<file path="src/rtl/sio_cfg_pkg.sv">
package sio_cfg_pkg;
  localparam int unsigned BASE_W = 16;

  localparam logic [7:0] ENTRY_KEY = 8'h87;
  localparam logic [7:0] EXIT_KEY  = 8'hAA;

  localparam logic [7:0] IX_LDN     = 8'h07;
  localparam logic [7:0] IX_DEV_HI  = 8'h20;
  localparam logic [7:0] IX_DEV_LO  = 8'h21;
  localparam logic [7:0] IX_REV     = 8'h22;
  localparam logic [7:0] IX_MFR_HI  = 8'h23;
  localparam logic [7:0] IX_MFR_LO  = 8'h24;
  localparam logic [7:0] IX_ACT     = 8'h30;
  localparam logic [7:0] IX_BASE_HI = 8'h60;
  localparam logic [7:0] IX_BASE_LO = 8'h61;

  typedef enum logic [1:0] {
    KEY_LOCKED = 2'd0,
    KEY_HALF   = 2'd1,
    KEY_OPEN   = 2'd2
  } key_state_e;

  typedef struct packed {
    logic       act_we;
    logic       base_hi_we;
    logic       base_lo_we;
    logic [7:0] wdata;
  } ldev_wr_t;
endpackage

</file>
<file path="src/rtl/sio_key_fsm.sv">
module sio_key_fsm
  import sio_cfg_pkg::*;
(
  input  logic       clk_i,
  input  logic       rst_ni,
  input  logic       idx_we_i,
  input  logic [7:0] wdata_i,
  output logic       open_o
);

  key_state_e state_q, state_d;

  always_comb begin
    state_d = state_q;
    if (idx_we_i) begin
      unique case (state_q)
        KEY_LOCKED: state_d = (wdata_i == ENTRY_KEY) ? KEY_HALF : KEY_LOCKED;
        KEY_HALF:   state_d = (wdata_i == ENTRY_KEY) ? KEY_OPEN : KEY_LOCKED;
        KEY_OPEN:   state_d = (wdata_i == EXIT_KEY)  ? KEY_LOCKED : KEY_OPEN;
        default:    state_d = KEY_LOCKED;
      endcase
    end
  end

  always_ff @(posedge clk_i or negedge rst_ni) begin
    if (!rst_ni) state_q <= KEY_LOCKED;
    else         state_q <= state_d;
  end

  assign open_o = (state_q == KEY_OPEN);

  p_open_by_key_r3: assert property (@(posedge clk_i) disable iff (!rst_ni)
    $rose(open_o) |-> $past(idx_we_i && wdata_i == ENTRY_KEY));

  p_half_abort_r3: assert property (@(posedge clk_i) disable iff (!rst_ni)
    (state_q == KEY_HALF && idx_we_i && wdata_i != ENTRY_KEY) |=> !open_o);

  p_exit_key_r4: assert property (@(posedge clk_i) disable iff (!rst_ni)
    (open_o && idx_we_i && wdata_i == EXIT_KEY) |=> !open_o);

endmodule

</file>
<file path="src/rtl/sio_ldev_bank.sv">
module sio_ldev_bank
  import sio_cfg_pkg::*;
#(
  parameter logic [7:0] LDN = 8'h04
) (
  input  logic              clk_i,
  input  logic              rst_ni,
  input  logic [7:0]        sel_i,
  input  ldev_wr_t          wr_i,
  input  logic [7:0]        rd_idx_i,
  output logic [7:0]        rd_data_o,
  output logic              act_o,
  output logic [BASE_W-1:0] base_o
);

  localparam int unsigned HI_W = BASE_W - 8;

  logic              hit;
  logic              act_q;
  logic [BASE_W-1:0] base_q;

  assign hit = (sel_i == LDN);

  always_ff @(posedge clk_i or negedge rst_ni) begin
    if (!rst_ni) begin
      act_q  <= 1'b0;
      base_q <= '0;
    end else if (hit) begin
      if (wr_i.act_we)     act_q             <= wr_i.wdata[0];
      if (wr_i.base_hi_we) base_q[BASE_W-1:8] <= wr_i.wdata[HI_W-1:0];
      if (wr_i.base_lo_we) base_q[7:0]       <= wr_i.wdata;
    end
  end

  always_comb begin
    rd_data_o = 8'h00;
    if (hit) begin
      unique case (rd_idx_i)
        IX_ACT:     rd_data_o = {7'b0, act_q};
        IX_BASE_HI: rd_data_o = 8'(base_q[BASE_W-1:8]);
        IX_BASE_LO: rd_data_o = base_q[7:0];
        default:    rd_data_o = 8'h00;
      endcase
    end
  end

  assign act_o  = act_q;
  assign base_o = base_q;

  p_act_hold_r7: assert property (@(posedge clk_i) disable iff (!rst_ni)
    !(hit && wr_i.act_we) |=> $stable(act_o));

  p_base_hold_r8: assert property (@(posedge clk_i) disable iff (!rst_ni)
    !(hit && (wr_i.base_hi_we || wr_i.base_lo_we)) |=> $stable(base_o));

  p_foreign_ro_r9: assert property (@(posedge clk_i) disable iff (!rst_ni)
    (sel_i != LDN) |=> ($stable(base_o) && $stable(act_o)));

endmodule

</file>
<file path="src/rtl/sio_cfg_port.sv">
module sio_cfg_port
  import sio_cfg_pkg::*;
#(
  parameter logic [15:0] DEV_ID  = 16'h0406,
  parameter logic [15:0] MFR_ID  = 16'h1934,
  parameter logic [7:0]  DEV_REV = 8'h12,
  parameter logic [7:0]  HWM_LDN = 8'h04
) (
  input  logic              clk_i,
  input  logic              rst_ni,
  input  logic              addr_i,
  input  logic              wr_i,
  input  logic              rd_i,
  input  logic [7:0]        wdata_i,
  output logic [7:0]        rdata_o,
  output logic              hw_enable_o,
  output logic [BASE_W-1:0] hw_base_o
);

  logic       open;
  logic       idx_we, dat_we;
  logic [7:0] idx_q, ldn_q, rdata_q, rd_next, data_mux, bank_rd;
  ldev_wr_t   bank_wr;

  assign idx_we = wr_i && !addr_i;
  assign dat_we = wr_i && addr_i && open;

  sio_key_fsm u_key (
    .clk_i    (clk_i),
    .rst_ni   (rst_ni),
    .idx_we_i (idx_we),
    .wdata_i  (wdata_i),
    .open_o   (open)
  );

  always_ff @(posedge clk_i or negedge rst_ni) begin
    if (!rst_ni) begin
      idx_q <= 8'h00;
      ldn_q <= 8'h00;
    end else begin
      if (idx_we) idx_q <= wdata_i;
      if (dat_we && idx_q == IX_LDN) ldn_q <= wdata_i;
    end
  end

  always_comb begin
    bank_wr.wdata      = wdata_i;
    bank_wr.act_we     = dat_we && (idx_q == IX_ACT);
    bank_wr.base_hi_we = dat_we && (idx_q == IX_BASE_HI);
    bank_wr.base_lo_we = dat_we && (idx_q == IX_BASE_LO);
  end

  sio_ldev_bank #(.LDN(HWM_LDN)) u_hwm (
    .clk_i     (clk_i),
    .rst_ni    (rst_ni),
    .sel_i     (ldn_q),
    .wr_i      (bank_wr),
    .rd_idx_i  (idx_q),
    .rd_data_o (bank_rd),
    .act_o     (hw_enable_o),
    .base_o    (hw_base_o)
  );

  always_comb begin
    unique case (idx_q)
      IX_LDN:    data_mux = ldn_q;
      IX_DEV_HI: data_mux = DEV_ID[15:8];
      IX_DEV_LO: data_mux = DEV_ID[7:0];
      IX_REV:    data_mux = DEV_REV;
      IX_MFR_HI: data_mux = MFR_ID[15:8];
      IX_MFR_LO: data_mux = MFR_ID[7:0];
      default:   data_mux = bank_rd;
    endcase
  end

  assign rd_next = !open ? 8'hFF : (addr_i ? data_mux : idx_q);

  always_ff @(posedge clk_i or negedge rst_ni) begin
    if (!rst_ni)   rdata_q <= 8'hFF;
    else if (rd_i) rdata_q <= rd_next;
  end

  assign rdata_o = rdata_q;

  p_locked_read_r2: assert property (@(posedge clk_i) disable iff (!rst_ni)
    (rd_i && !open) |=> (rdata_o == 8'hFF));

  p_locked_outs_r2: assert property (@(posedge clk_i) disable iff (!rst_ni)
    !open |=> ($stable(hw_enable_o) && $stable(hw_base_o)));

  p_rdata_hold_r10: assert property (@(posedge clk_i) disable iff (!rst_ni)
    !rd_i |=> $stable(rdata_o));

endmodule

</file>
<file path="config.mk">
export PLATFORM = sky130hd
export DESIGN_NAME = sio_cfg_port
export DESIGN_NICKNAME = d
export VERILOG_FILES = /design/src/rtl/sio_cfg_pkg.sv /design/src/rtl/sio_key_fsm.sv /design/src/rtl/sio_ldev_bank.sv /design/src/rtl/sio_cfg_port.sv
export SDC_FILE = /design/constraint.sdc
export NUM_CORES = 1
export LEC_CHECK = 0
export ABC_AREA = 1
export ABC_CLOCK_PERIOD_IN_PS = 3300
export BUFFER_PORTS_ARGS = -buffer_cell sky130_fd_sc_hd__buf_2
export CORE_ASPECT_RATIO = 1.5
export CORE_MARGIN = 4
export CORE_UTILIZATION = 62
export CTS_CLUSTER_SIZE = 14
export DETAILED_ROUTE_END_ITERATION = 8
export PLACE_DENSITY = 0.85
export REMOVE_ABC_BUFFERS = 1
export SYNTH_ARGS = -nofsm -noshare
export SYNTH_HDL_FRONTEND = slang
export SYNTH_HIERARCHICAL = 1
export SYNTH_SLANG_ARGS = --single-unit
</file>
<file path="constraint.sdc">
create_clock -name clk_i -period 3.3 [get_ports clk_i]
set_clock_uncertainty 0.05 [all_clocks]
set_input_delay 0.495 -clock clk_i [delete_from_list [all_inputs] [get_ports clk_i]]
set_output_delay 0.495 -clock clk_i [all_outputs]
set_load 0.02 [all_outputs]
</file>
==> results_dict.tcl <==
set metrics [dict create \
    status "finished clean" \
    ys_ff_latch 43 \
    synth_cells 370 \
    drt_iter0_drc 94 \
    layout_common_cells "nand2_1, inv_1, buf_2, nor2_1, dfrtp_1" \
    combPwrFrac 0.200 \
    cp_slowest_stage_delay_ps 350 \
    finalWirelength_um 6710 \
    ys_seq_area_frac 0.400 \
    viasPerCell 5.39 \
    r2r_start "u_key/state_q[1]$_DFFE_PN0P_" \
    clk_latency_ps 300 \
    fin_crit_ps 1940 \
    timing.reg2reg.setup_slack_ps 1360 \
    yosys_warnings 6 \
    swShare 0.329 \
    diodes 0 \
    h-tree-depth 2 \
    cts_sinks 43 \
    post_drt_wl_per_cell_um 14.7 \
    crit_path_end_kind "register" \
    hold_buffers 0 \
    drv_cap 0 \
    coreArea_um2 4250 \
    layout-drive-gt1-share 0.266 \
    grt_pass1_wl_um 11100 \
    post_cts_resized 0 \
    die_h_um 89.1 \
    reg2reg_depth 11 \
    dpl.cell_count 448 \
    hpwl_um 4980 \
    power_leakage_nw 1.67 \
    clock.fmax_mhz 515 \
    setup_viol 0 \
    worstSetupStartpointType "register" \
    fin_ws_ps 1360 \
    dr.pass1.iters 7 \
    syn_area_um2 2720 \
    cp.required_ps 3450 \
    grt_pass1_vias 2475 \
    final_cells 456 \
    detail-route-antenna-nets 0 \
    path_max_fanout 9 \
    clk_path_buf_depth 2 \
    relSlewSlack 0.368 \
    grt_max_degree 44 \
    finish.utilization 0.711 \
    worst_path_max_delay_cell "dfrtp_1" \
    final-max-slew-violation-count 0 \
    final.setup.tns_ps 0 \
    die-area_um2 5530 \
    crit_arrival_ps 2090 \
    hold_viol_final 0 \
    gp_congestion 0.940 \
    postCtsSetupRepairBufs 0 \
    synth_area_per_cell_um2 7.34 \
    nNetsFinal 422 \
    crit_path_frequent_cell "nand2_1" \
    rows 29 \
    synth_cell_types 28 \
    dpl_worst_slack_ps 1290 \
    clock_power_share 0.299 \
    initial_core_util 0.640 \
    p_seq_frac 0.501 \
    cts_root_buffer "clkbuf_8" \
    final_common_cell "nand2_1" \
    worst_ir_drop_vdd_v 0.000413 \
    p_int_w 0.000816 \
    die_w_um 62.1 \
    overflow 0 \
    hold_path.class "input pin to async pin" \
    cts.clk_slew.worst_paths_ps 80 \
    min_period_over_period 0.589 \
    pin_count 38 \
    antenna_found_initial 0 \
    drc_errors 0 \
    rsz0062_at_grt "no" \
    crit_chain "inv_1 > nor2_2 > nand2_1 > nor2_1 > nand4_1 > nor3_1 > inv_1 > nor2_8 > inv_4 > nand2_1 > nand2_1" \
    reg2reg_to "u_hwm/base_o[1]$_DFFE_PN0P_" \
    worstMarginPinSlew_ps 948 \
    vias 2458 \
    cts_buffers 5 \
    power.density_nw_per_um2 403 \
    area_growth_pct 11.1 \
    p_switching_w 0.000400 \
    grt_usage 0.274 \
    io_buffers 37 \
    cts_tree "yes" \
    path_class "register to register" \
]
[power by group through the flow]
| stage | registers [W] | logic [W] | clock network (W) |
|---|---|---|---|
| after floorplan | 0.000637 | 0.000140 | 0 |
| after global placement | 0.000618 | 0.000235 | 0 |
| after detailed placement | 0.000619 | 0.000240 | 0 |
| after CTS | 0.000610 | 0.000243 | 0.000366 |
| after global routing | 0.000616 | 0.000270 | 0.000389 |
| final | 0.000609 | 0.000243 | 0.000364 |
[sequential cells by signal, summed over array words and instances (netlist names)]
name           flops
u_hwm/base_o      16
u_hwm/act_o        1
rdata_o            8
ldn_q              8
u_key/state_q      2
idx_q              8
[final cells by class]
cell class              count  area [um2]
multi-input cells         266        1380
fillers                   341        1230
flip-flops and latches     43        1090
inverters                  55         211
repair buffers             38         193
clock buffers               7        86.3
well taps                  46        57.6
clock inverters             1        8.76
[cell usage after synthesis]
| master | number | share of area |
|---|---|---|
| mux2_4 | 2 | 0.011 |
| nand2_2 | 7 | 0.016 |
| nor2_4 | 6 | 0.025 |
| inv_1 | 41 | 0.057 |
| buf_6 | 2 | 0.0083 |
| a21oi_1 | 20 | 0.037 |
| buf_1 | 1 | 0.0014 |
| inv_2 | 12 | 0.017 |
| nor2_1 | 36 | 0.050 |
| nor2_8 | 5 | 0.037 |
| o22ai_1 | 1 | 0.0023 |
| o21ai_1 | 2 | 0.0037 |
| nand2_4 | 3 | 0.012 |
| inv_4 | 2 | 0.0046 |
| buf_2 | 2 | 0.0037 |
| or2_1 | 1 | 0.0023 |
| nand4_4 | 1 | 0.0078 |
| dfrtp_1 | 35 | 0.32 |
| nand4_1 | 10 | 0.023 |
| nand3_2 | 3 | 0.011 |
| nand2_1 | 118 | 0.16 |
| nand3_1 | 24 | 0.044 |
| nor3_1 | 1 | 0.0018 |
| o21ai_0 | 9 | 0.017 |
| mux2_1 | 2 | 0.0083 |
| dfstp_2 | 8 | 0.077 |
| buf_4 | 1 | 0.0028 |
| nor2_2 | 15 | 0.035 |
[per-stage QoR]
stage,power [W],area [um2],hold slack [ps]
2_1_floorplan,0.000777,2670,149
3_3_place_gp,0.000853,2920,431
3_5_place_dp,0.000860,2920,427
4_1_cts,0.00122,3020,325
5_1_grt,0.00127,3020,352
6_report,0.00122,3020,273
[per-layer routing]
metal	global-route usage	share of wire	vias up
met5	0	0	-
met4	0.178	0.055	0
met3	0.0535	0.054	29
met2	0.463	0.51	82
met1	0.300	0.38	1123
li1	-	-	1224
[kinds of logic after synthesis]
logic type | count (synthesis) | share of synthesized area
AND/OR/NAND/NOR | 230 | 0.428
buffers and inverters | 61 | 0.0939
flip-flops | 43 | 0.400
AO/OA/AOI/OAI | 32 | 0.0594
multiplexers | 4 | 0.0193
[how the worst max path moves through the flow]
stage                             endpoint  cells after the start                         start  slack (ps)
5_1_grt        u_hwm/base_o[3]$_DFFE_PN0P_                     11  u_key/state_q[1]$_DFFE_PN0P_        1130
6_report       u_hwm/base_o[1]$_DFFE_PN0P_                     11  u_key/state_q[1]$_DFFE_PN0P_        1360
2_1_floorplan  u_hwm/base_o[0]$_DFFE_PN0P_                     10  u_key/state_q[0]$_DFFE_PN0P_        1650
3_3_place_gp   u_hwm/base_o[4]$_DFFE_PN0P_                     10                        addr_i        1310
3_5_place_dp   u_hwm/base_o[7]$_DFFE_PN0P_                     10                        addr_i        1290
4_1_cts        u_hwm/base_o[7]$_DFFE_PN0P_                     11  u_key/state_q[1]$_DFFE_PN0P_        1370
[worst max-delay path, delay by kind of cell (launching register included)]
| family | cells | cell delay [ps] |
|---|---|---|
| flip-flops | 1 | 350 |
| buffers and inverters | 3 | 260 |
| AND/OR/NAND/NOR | 8 | 1160 |
Note: power is estimated with default switching activity, not from simulation.
